<file path="src/rtl/pcnt_pkg.sv">
package pcnt_pkg;
  // Action taken by the counter register at the next rising edge
  typedef enum logic [1:0] {
    OP_HOLD  = 2'd0,
    OP_COUNT = 2'd1,
    OP_LOAD  = 2'd2,
    OP_CLEAR = 2'd3
  } cnt_op_e;
endpackage

</file>
<file path="src/rtl/pcnt_decode.sv">
module pcnt_decode
  import pcnt_pkg::*;
#(
  parameter bit CLEAR_ASYNC = 1'b0
) (
  input  logic    clr_n,
  input  logic    load_n,
  input  logic    ena_p,
  input  logic    ena_t,
  output cnt_op_e op
);

  logic sync_clr;

  // The synchronous clear is only decoded here in synchronous mode.
  // In asynchronous mode the register's reset path handles clear.
  generate
    if (CLEAR_ASYNC) begin : g_clr_async
      assign sync_clr = 1'b0;
    end else begin : g_clr_sync
      assign sync_clr = ~clr_n;
    end
  endgenerate

  // Priority: clear, then load, then count, then hold
  always_comb begin
    if (sync_clr) begin
      op = OP_CLEAR;
    end else if (!load_n) begin
      op = OP_LOAD;
    end else if (ena_p && ena_t) begin
      op = OP_COUNT;
    end else begin
      op = OP_HOLD;
    end
  end

endmodule

</file>
<file path="src/rtl/pcnt_state.sv">
module pcnt_state
  import pcnt_pkg::*;
#(
  parameter int unsigned WIDTH       = 4,
  parameter bit          CLEAR_ASYNC = 1'b0
) (
  input  logic             clk,
  input  logic             rst_n,
  input  logic             clr_n,
  input  cnt_op_e          op,
  input  logic [WIDTH-1:0] din,
  output logic [WIDTH-1:0] q
);

  localparam logic [WIDTH-1:0] ZERO = '0;
  localparam logic [WIDTH-1:0] ONE  = WIDTH'(1);

  logic [WIDTH-1:0] q_r;
  logic [WIDTH-1:0] q_nxt;
  logic             upd_en;
  logic             arst_n;

  // Select which signals may clear the register without a clock
  generate
    if (CLEAR_ASYNC) begin : g_arst_clr
      assign arst_n = rst_n & clr_n;
    end else begin : g_arst_rst
      assign arst_n = rst_n;
    end
  endgenerate

  // Next-state process
  always_comb begin
    q_nxt  = q_r;
    upd_en = 1'b1;
    unique case (op)
      OP_CLEAR: q_nxt = ZERO;
      OP_LOAD:  q_nxt = din;
      OP_COUNT: q_nxt = q_r + ONE;
      default: begin
        q_nxt  = q_r;
        upd_en = 1'b0;
      end
    endcase
  end

  // Register process with explicit clock enable
  always_ff @(posedge clk or negedge arst_n) begin
    if (!arst_n) begin
      q_r <= ZERO;
    end else if (upd_en) begin
      q_r <= q_nxt;
    end
  end

  assign q = q_r;

endmodule

</file>
<file path="src/rtl/pcnt_carry.sv">
module pcnt_carry #(
  parameter int unsigned WIDTH = 4
) (
  input  logic [WIDTH-1:0] q,
  input  logic             ena_t,
  output logic             carry
);

  // AND chain over the count bits, built stage by stage
  logic [WIDTH:0] all_hi;

  assign all_hi[0] = ena_t;

  generate
    for (genvar i = 0; i < WIDTH; i++) begin : g_and
      assign all_hi[i+1] = all_hi[i] & q[i];
    end
  endgenerate

  // No register: a chained stage sees it in the same cycle
  assign carry = all_hi[WIDTH];

endmodule

</file>
<file path="src/rtl/pcnt_stage.sv">
module pcnt_stage
  import pcnt_pkg::*;
#(
  parameter int unsigned WIDTH       = 4,
  parameter bit          CLEAR_ASYNC = 1'b0
) (
  input  logic             clk,
  input  logic             rst_n,
  input  logic             clr_n,
  input  logic             load_n,
  input  logic             ena_p,
  input  logic             ena_t,
  input  logic [WIDTH-1:0] din,
  output logic [WIDTH-1:0] q,
  output logic             carry
);

  cnt_op_e          op;
  logic [WIDTH-1:0] q_int;

  pcnt_decode #(
    .CLEAR_ASYNC(CLEAR_ASYNC)
  ) u_decode (
    .clr_n  (clr_n),
    .load_n (load_n),
    .ena_p  (ena_p),
    .ena_t  (ena_t),
    .op     (op)
  );

  pcnt_state #(
    .WIDTH      (WIDTH),
    .CLEAR_ASYNC(CLEAR_ASYNC)
  ) u_state (
    .clk   (clk),
    .rst_n (rst_n),
    .clr_n (clr_n),
    .op    (op),
    .din   (din),
    .q     (q_int)
  );

  pcnt_carry #(
    .WIDTH(WIDTH)
  ) u_carry (
    .q     (q_int),
    .ena_t (ena_t),
    .carry (carry)
  );

  assign q = q_int;

endmodule

</file>
<file path="config.mk">
export PLATFORM = sky130hd
export DESIGN_NAME = pcnt_stage
export DESIGN_NICKNAME = d
export VERILOG_FILES = /design/src/rtl/pcnt_pkg.sv /design/src/rtl/pcnt_decode.sv /design/src/rtl/pcnt_state.sv /design/src/rtl/pcnt_carry.sv /design/src/rtl/pcnt_stage.sv
export SDC_FILE = /design/constraint.sdc
export NUM_CORES = 1
export LEC_CHECK = 0
export CORE_AREA = 2 2 39 41
export DETAILED_ROUTE_END_ITERATION = 8
export DIE_AREA = 0 0 41 43
export PLACE_DENSITY = 0.48
export RECOVER_POWER = 25
export SETUP_SLACK_MARGIN = 0.2
export SLEW_MARGIN = 20
export SYNTH_ARGS = -nofsm -noshare
export SYNTH_HDL_FRONTEND = slang
export SYNTH_SLANG_ARGS = --single-unit
</file>
<file path="constraint.sdc">
create_clock -name clk -period 2.42 [get_ports clk]
set_clock_uncertainty 0.2 [all_clocks]
set_input_delay 0.605 -clock clk [delete_from_list [all_inputs] [get_ports clk]]
set_output_delay 0.605 -clock clk [all_outputs]
set_load 0.03 [all_outputs]
</file>
==> run summary <==
- Tcrit/Tclk final: 88.4%
- delay of the slowest critical-path stage: 0.69 ns
- buffer count from post-CTS setup fixing: 0
- final max-slew violation count: 0
- CTS H-tree lvls: 1
- cell type contributing the most total cell area after synthesis: sky130_fd_sc_hd__dfrtp_1
- number of warning messages in the yosys log: 0
- Via density: 4.10
- fraction of layout instances using a drive strength above 1: 11.9%
- maximum achievable frequency: 468 MHz
- number of rows created at floorplan: 14
- flop and latch count out of synthesis: 4
- first-iteration detailed-routing DRC count: 9
- final worst path period need: 2.14 ns
- Vert. Die Dim: 43 um
- filler cell count in the final layout: 155
- floorplan core area: 0.00138 mm^2
- CTS root buffer: sky130_fd_sc_hd__clkbuf_4
- multi-input combinational cell area: 121 um^2
- arrival time at the worst endpoint: 1.33 ns
- Area contributors post-synth: sky130_fd_sc_hd__dfrtp_1, sky130_fd_sc_hd__xor2_1, sky130_fd_sc_hd__o21ai_0, sky130_fd_sc_hd__ha_1, sky130_fd_sc_hd__nand2_1
- top-area cell type share of the netlist area: 44.4%
- number of detailed-routing iterations run before antenna repair: 4
- startpoint-to-endpoint class of the critical path: reg -> out
- Wirelength per Cell: 9.34 um
- CP Cell Sequence: clkdlybuf4s50_1
- CTS tree: built
- actual transition at the worst max-transition pin: 0.303 ns
- tightest slew margin relative to the limit: 79.7%
- post-synth cell types: 14
- largest delay contributor family on the critical path: buffers and inverters
- leading cell types by count after synthesis: sky130_fd_sc_hd__dfrtp_1, sky130_fd_sc_hd__nand2_1, sky130_fd_sc_hd__nor2_1, sky130_fd_sc_hd__o21ai_0
- clock buffer count from CTS: 3
- Clock Path Buffers: 2
- flip-flop count of the largest register, all copies and words added: 4
- async set-or-reset flop fraction in the synthesized netlist: 100%
- count of buffers inserted at the top-level ports: 14
- antenna diode count: 0
- area added between synthesis and finish: 79.4%
- Post-Synthesis Net Count: 36
- Leakage Power: 0.164 nW
- routability cong.: 0.652
- number of global-route vias before repair: 257
- buffering stage count on the worst path with inverters included: 1
- Placed Instance Area: 383 um^2
- total global-route track usage: 9.16%
- Nets: 55
- die span in x: 41 um
- Critical Path Sink Type: output port
- post-CTS clock slew at the launch and capture registers of the worst setup and hold paths: 0.03 ns
- clk sinks: 4
- outcome: finished clean
- pin count of the biggest net entering global routing: 9
- total standard cell area after synthesis: 225 um^2
- Detail Route Antenna Nets: 0
- launching element type of the critical path: flip-flop
- reported max-cap violation count: 0
- critical path's slowest cell: sky130_fd_sc_hd__clkdlybuf4s50_1
- largest fanout on the critical path: 4
- unrepaired setup endpoints after global routing: false
- via total after detailed routing: 238
- total of endpoints with negative setup slack in the final report: 0
- most instantiated library cell after synthesis: sky130_fd_sc_hd__dfrtp_1
- maximum VDD drop: 0.160 mV
- clock network latency to the later pin of the worst-skew pair: 0.23 ns
- I/O pin count: 15
- register area: 100 um^2
- hold buffer count at CTS: 0
- total negative slack: 0 ns
- Resized cells post-CTS: 1
- Post-synth EDFFs: 0
- initial core utilization: 16.3%
- DRC viols: 0
- overflow left after global routing: 0
- first-pass GRT wire length: 1010 um
- worst endpoint required time: 1.62 ns
- DIE AREA: 0.00176 mm^2
- total wire length after detailed routing: 542 um
- number of antenna violations at the first check in global routing: 0
- Hold Vio Cnt, Final: 0
- mean instance size in the synthesized netlist: 9.01 um^2
- worst hold path type: reg -> reg
- part of the Yosys area used for sequential elements: 44.4%
- pwr dens: 514 mW/mm^2
- synthesized instance count: 25
- Most used DFF post-synth: sky130_fd_sc_hd__dfrtp_1
- cell area after layout: 404 um^2
-- power by group --
group	internal, mW	leakage, nW	switching, mW
Sequential	0.0722	0.0518	0.00553
Combinational	0.0260	0.0988	0.0242
Clock	0.0553	0.0138	0.0247
Total	0.153	0.164	0.0544
-- final cells by class --
class | instances | area share, %
tap | 16 | 4.95
inverter | 1 | 0.929
multi-input combinational | 20 | 30.0
sequential | 4 | 24.8
timing repair buffer | 14 | 33.7
clock buffer | 3 | 5.57
-- worst min-delay path: stages, from the launching register on --
cell and delay (ns):
sky130_fd_sc_hd__dfrtp_1 0.36, sky130_fd_sc_hd__or3_1 0.13, sky130_fd_sc_hd__a31oi_1 0.07
-- stage by stage --
| step | setup slack (ns) | utilization, % | total power, mW | std cells | hold WS (ns) |
|---|---|---|---|---|---|
| after floorplan | 0.511 | - | 0.0990 | 25 | 0.109 |
| after global placement | 0.159 | 27.7 | 0.130 | 55 | 0.393 |
| after detailed placement | 0.173 | 27.7 | 0.130 | 55 | 0.386 |
| after global routing | 0.228 | 29.2 | 0.225 | 58 | 0.453 |
| final | 0.281 | 29.2 | 0.208 | 58 | 0.400 |
| after CTS | 0.271 | 29.2 | 0.213 | 58 | 0.376 |
-- final timing paths --
kind / end / from / slack, ns / cells after the start
setup / recovery: q[0] / u_state.q[0]$_DFFE_PN0P_ / 0.28 / 1
hold / removal: u_state.q[3]$_DFFE_PN0P_ / u_state.q[3]$_DFFE_PN0P_ / 0.40 / 2
setup reg to reg: u_state.q[1]$_DFFE_PN0P_ / u_state.q[0]$_DFFE_PN0P_ / 1.10 / 3
hold reg to reg: u_state.q[3]$_DFFE_PN0P_ / u_state.q[3]$_DFFE_PN0P_ / 0.40 / 2
max in group asynchronous: u_state.q[3]$_DFFE_PN0P_ / rst_n / 1.41 / 1
min in group asynchronous: u_state.q[2]$_DFFE_PN0P_ / rst_n / 0.45 / 1
-- cells in the final DEF, fill, tap and decap left out --
| master | instances |
|---|---|
| sky130_fd_sc_hd__clkdlybuf4s50_1 | 11 |
| sky130_fd_sc_hd__ha_1 | 1 |
| sky130_fd_sc_hd__dlygate4sd2_1 | 1 |
| sky130_fd_sc_hd__nand3_2 | 1 |
| sky130_fd_sc_hd__o21ai_0 | 3 |
| sky130_fd_sc_hd__inv_1 | 1 |
| sky130_fd_sc_hd__buf_4 | 1 |
| sky130_fd_sc_hd__nor2_1 | 3 |
| sky130_fd_sc_hd__a211oi_1 | 1 |
| sky130_fd_sc_hd__clkbuf_4 | 3 |
| sky130_fd_sc_hd__a311oi_1 | 1 |
| sky130_fd_sc_hd__nand3_1 | 2 |
| sky130_fd_sc_hd__xor2_1 | 2 |
| sky130_fd_sc_hd__a21oi_1 | 1 |
| sky130_fd_sc_hd__a31oi_1 | 1 |
| sky130_fd_sc_hd__nand2_1 | 3 |
| sky130_fd_sc_hd__or3_1 | 1 |
| sky130_fd_sc_hd__dlygate4sd3_1 | 1 |
| sky130_fd_sc_hd__dfrtp_1 | 4 |
-- cell families (layout without fill, tap and decap cells) --
family	Yosys count	after routing	share of synthesized area, %
buffers and inverters	1	18	1.67
xor gates and xnor gates	2	2	7.78
adders and majority gates	1	1	5.55
AOI/OAI and AO/OA	7	7	18.9
DFF	4	4	44.4
and+or+nand+nor	10	10	21.7
-- layer usage --
| layer | track usage (%) | part of all wire (%) |
|---|---|---|
| met5 | 0 | 0 |
| met3 | 3.14 | 11 |
| met1 | 12.0 | 46 |
| met4 | 10.0 | 1.1 |
| met2 | 10.3 | 42 |
Power figures use the tool's default switching activity.
